File: config.mk
export PLATFORM = sky130hd
export DESIGN_NAME = prg_latch_mapper
export DESIGN_NICKNAME = d
export VERILOG_FILES = /design/src/rtl/prg_latch_mapper.sv
export SDC_FILE = /design/constraint.sdc
export NUM_CORES = 1
export LEC_CHECK = 0
export BUFFER_PORTS_ARGS = -buffer_cell sky130_fd_sc_hd__buf_2
export CORE_AREA = 5 5 42 44
export CTS_CLUSTER_SIZE = 25
export DETAILED_ROUTE_END_ITERATION = 8
export DIE_AREA = 0 0 47 49
export HOLD_SLACK_MARGIN = 0.12
export SLEW_MARGIN = 20
export SYNTH_ARGS = -nofsm -noshare
export SYNTH_HDL_FRONTEND = slang
export SYNTH_SLANG_ARGS = --single-unit
export TNS_END_PERCENT = 50
File: constraint.sdc
create_clock -name clk -period 3.2 [get_ports clk]
set_input_delay 0.64 -clock clk [delete_from_list [all_inputs] [get_ports clk]]
set_output_delay 0.64 -clock clk [all_outputs]
set_load 0.01 [all_outputs]
File: src/rtl/prg_latch_mapper.sv
module prg_latch_mapper #(
  parameter int ADDR_W = 16,
  parameter int BANK_W = 6
) (
  input  logic              clk,
  input  logic              rst,
  input  logic [ADDR_W-1:0] cpu_addr,
  input  logic              cpu_rw,
  input  logic              rom_sel_n,
  output logic [BANK_W-1:0] prg_addr_hi,
  output logic              mirror_h
);

  logic [BANK_W-1:0] bank_q;
  logic              size32_q;
  logic              mir_q;
  logic              lock_q;
  logic              in_win;
  logic              wr_ok;
  logic [BANK_W-1:0] bank_d;

  assign in_win = (cpu_addr[ADDR_W-1 -: 3] == 3'b100);
  assign wr_ok  = !rom_sel_n && !cpu_rw && in_win && !lock_q;
  assign bank_d = {cpu_addr[8], cpu_addr[6:2]};

  always_ff @(posedge clk or posedge rst) begin
    if (rst) begin
      bank_q   <= '0;
      size32_q <= 1'b0;
      mir_q    <= 1'b0;
      lock_q   <= 1'b0;
    end else if (wr_ok) begin
      bank_q   <= bank_d;
      size32_q <= cpu_addr[0];
      mir_q    <= cpu_addr[1];
      lock_q   <= cpu_addr[7];
    end
  end

  assign prg_addr_hi = {bank_q[BANK_W-1:1], size32_q ? cpu_addr[14] : bank_q[0]};
  assign mirror_h    = mir_q;

  assert_locked_hold_R9: assert property (@(posedge clk) disable iff (rst)
    lock_q |=> ($stable(bank_q) && $stable(size32_q) && $stable(mir_q) && lock_q));

  assert_outside_window_R1: assert property (@(posedge clk) disable iff (rst)
    (cpu_addr[ADDR_W-1 -: 3] != 3'b100 || rom_sel_n) |=>
      ($stable(bank_q) && $stable(size32_q) && $stable(mir_q) && $stable(lock_q)));

  assert_read_no_effect_R10: assert property (@(posedge clk) disable iff (rst)
    cpu_rw |=> ($stable(bank_q) && $stable(size32_q) && $stable(mir_q) && $stable(lock_q)));

  assert_mirror_load_R4: assert property (@(posedge clk) disable iff (rst)
    wr_ok |=> (mirror_h == $past(cpu_addr[1])));

  assert_bank_upper_R5: assert property (@(posedge clk) disable iff (rst)
    wr_ok |=> (prg_addr_hi[5:1] == {$past(cpu_addr[8]), $past(cpu_addr[6:3])}));

  assert_size_load_R3: assert property (@(posedge clk) disable iff (rst)
    (wr_ok && !cpu_addr[0]) |=> (prg_addr_hi[0] == $past(cpu_addr[2])));

endmodule

* After elaboration in Yosys (flattened, before gate mapping)
Index checks and enable logic that the tools add are counted.
W data, S select, Z words.
** Word-level totals
- Register bits after elaboration :: 9
- Bits of input ports :: 20
- Output and inout port bits :: 7
- Logic and storage cells :: 12
** Operators by class
- Equality and inequality tests :: 1
- Mux-type cells :: 1
- Reductions and logical operators :: 6
** Operators by type and width (number)
- $eq A3 B3 Y1 const B :: 1
- $logic_and A1 B1 Y1 :: 3
- $logic_not A1 Y1 :: 3
- $mux W1 :: 1

* Depth between registers and ports, before layout
- Word-level depth :: 4
- Depth in mapped cells :: 3
- Gate-level depth less buffers :: 3

* Worst setup path before layout
Ideal clock, no wire load.
- Kind :: input -> output
- From :: input cpu_addr[14]
- To :: output prg_addr_hi[0]
- Arrival time :: 915 ps
- Required time :: 2560 ps
- Setup slack :: 1645 ps
- Stages on the path :: 1
- Buffers on the path :: 0
- Cell sequence :: mux2_2
** On the way
- Longest elaborated chain between the ends :: 1
** Ends and longest elaborated chain
- from (decl) :: line 7 : input logic [ADDR_W-1:0] cpu_addr,
- $mux W1 :: line 40 : assign prg_addr_hi = {bank_q[BANK_W-1:1], size32_q ? cpu_addr[14] : bank_q[0]};
- to (decl) :: line 10 : output logic [BANK_W-1:0] prg_addr_hi,
Every way passes these cells.

* Worst setup path after layout
Same ends and word-level chain as after synthesis.

==> impl_metrics.tcl <==
set metrics [dict create \
    cp.arrival_ns 1.13 \
    reg2reg_depth 2 \
    path_buf_inv 2 \
    synth_area_um2 430 \
    path_max_fanout 2 \
    slowest_delay_ns 0.25 \
    dieArea_mm2 0.00230 \
    worst_ir_drop_vdd_uv 273 \
    finalCritPeriodShare 0.554 \
    critPathCaptureType "output port" \
    viasPerCell 4.26 \
    finalNonFillerCells 65 \
    criticalPathCategory "in2out" \
    h-tree-depth 1 \
    dp_cells 61 \
    synth_fp_nets 48 \
    cts-hold-fix-buffers 0 \
    synth_area_per_cell_um2 15.4 \
    final_area_um2 549 \
    coreArea_mm2 0.00140 \
    path_common_cell "buf_2" \
    drcViolationCount 0 \
    final_antenna_net_count 0 \
    n_antenna_cell 0 \
    cts_tree "done" \
    synth-main-ff-cell "dfrtp_1" \
    row_count 14 \
    grt_pass1_wl_mm 1.32 \
    reg2reg_slack_ns 2.09 \
    ioPinCount 27 \
    first_pass_iters 1 \
    ys_seq_area_frac 0.523 \
    regArea_um2 225 \
    cp.depth 3 \
    synth_warnings 0 \
    rsz0062_at_grt "false" \
    slew_violations 0 \
    routabilityCongestion 0.610 \
    slew_headroom 0.764 \
    min_path_type "in2async" \
    maxCapViolations 0 \
    syn_to_final_growth_pct 27.6 \
    grt_pass1_vias 320 \
    r2r-start "lock_q" \
    num_vias 277 \
    ys_ff_latch 9 \
    startpoint_type "input port" \
    synthCells 28 \
    multi_input_area_um2 164 \
    final.setup_skew_ns 0.00241 \
    placed_cell_area_um2 523 \
    status "complete, no violations" \
    numCtsBuffers 3 \
    first_iter_violations 0 \
    portBuffers 22 \
    hold_violations 0 \
    fin_crit_ns 1.77 \
    cp_data_required_time_ns 2.56 \
    n_fill_cell 158 \
    drive_gt1_frac 0.776 \
    synth_most_common_cell "dfrtp_1" \
    synth-edff-count 0 \
    synthTopCellsByArea "dfrtp_1 (52%), mux2_4 (14%), mux2_2 (13%)" \
    drt-total-wl_um 773 \
    synth_async_sr_flop_share 1.00 \
    insertion_delay_ns 0.25 \
    p_leak_uw 0.000308 \
    die_y_um 49 \
    power_density_mw_per_mm2 590 \
    clkSlewWorstSetupHoldPaths_ns 0.06 \
    setup_tns_ns 0 \
    grtUsageTotal 0.0818 \
    cts_sinks 9 \
    grt_antenna_before_repair 0 \
    synth_top_area_share 0.523 \
    start_util 0.307 \
    cts_buffer_depth 2 \
    globalRouteOverflowTotal 0 \
    tightest_slew_ns 0.354 \
    critPathTopFamily "buffers and inverters" \
    synth_top_cell_by_area "dfrtp_1" \
    wire_per_inst_um 11.9 \
    setup_violations 0 \
    postCtsSetupBuffers 0 \
    nNetsFinal 70 \
    crit_chain "buf_2, mux2_2, buf_2" \
    cpMaxStageDelayCell "mux2_2" \
    root_buffer "clkbuf_4" \
    grt_max_degree 10 \
    yosysUniqueCellTypes 8 \
    post_cts_resized 0 \
    max_freq_mhz 564 \
    die_x_um 47 \
    worstReg2RegEnd "bank_q[2]" \
    synth_common_cells "dfrtp_1 (9), buf_4 (5), mux2_2 (5)" \
]
[layer usage]
metal | vias up | GRT usage | routed length, µm
met3 | 0 | 0.0332 | 21
met1 | 137 | 0.0816 | 275
met5 | - | 0 | 0
met2 | 3 | 0.138 | 477
met4 | 0 | 0.0415 | 0
li1 | 137 | - | -
[layout make-up]
type,count,share of cell area
flip-flops and latches,9,0.410
multi-input cells,13,0.298
repair buffers,22,0.200
clock buffers,4,0.0478
well taps,16,0.0364
inverters,1,0.00683
[power breakdown]
part           leakage (µW)  total, µW  internal (µW)  switching (µW)
combinational      0.000183       86.1           53.0            33.2
clock             0.0000150       85.3           47.9            37.4
sequential         0.000110        153            140            12.6
[flip-flops by register name (all words and copies together) (netlist names)]
name / flops
mirror_h: 1
lock_q: 1
size32_q: 1
bank_q: 6
[cell usage in the layout, fill, tap and decap left out]
master	n
inv_1	1
a41o_2	1
nand4b_4	1
dfrtp_1	9
clkbuf_1	1
mux2_4	4
nor2_2	2
mux2_2	5
buf_2	22
clkbuf_4	3
[how the worst max path moves through the flow]
stage | start | endpoint
after floorplan | cpu_addr[14] | prg_addr_hi[0]
after global placement | cpu_addr[14] | prg_addr_hi[0]
after detailed placement | cpu_addr[14] | prg_addr_hi[0]
after CTS | cpu_addr[14] | prg_addr_hi[0]
after global routing | cpu_addr[14] | prg_addr_hi[0]
final | cpu_addr[14] | prg_addr_hi[0]
[metrics by stage]
| step | hold slack (ns) | util | worst slack, ns | power, µW |
|---|---|---|---|---|
| floorplan | 0.438 | - | 1.64 | 226 |
| global placement | 0.457 | 0.373 | 1.43 | 241 |
| detailed placement | 0.463 | 0.373 | 1.43 | 242 |
| CTS | 0.346 | 0.392 | 1.43 | 331 |
| global route | 0.355 | 0.392 | 1.41 | 349 |
| finish | 0.340 | 0.392 | 1.43 | 324 |
[logic make-up after synthesis]
kind of cell / share of synthesized area
muxes: 0.270
DFF: 0.523
buffers and inverters: 0.0959
and+or+nand+nor: 0.0843
AOI/OAI and AO/OA: 0.0262
No activity file was read; power rests on OpenSTA's default activity.
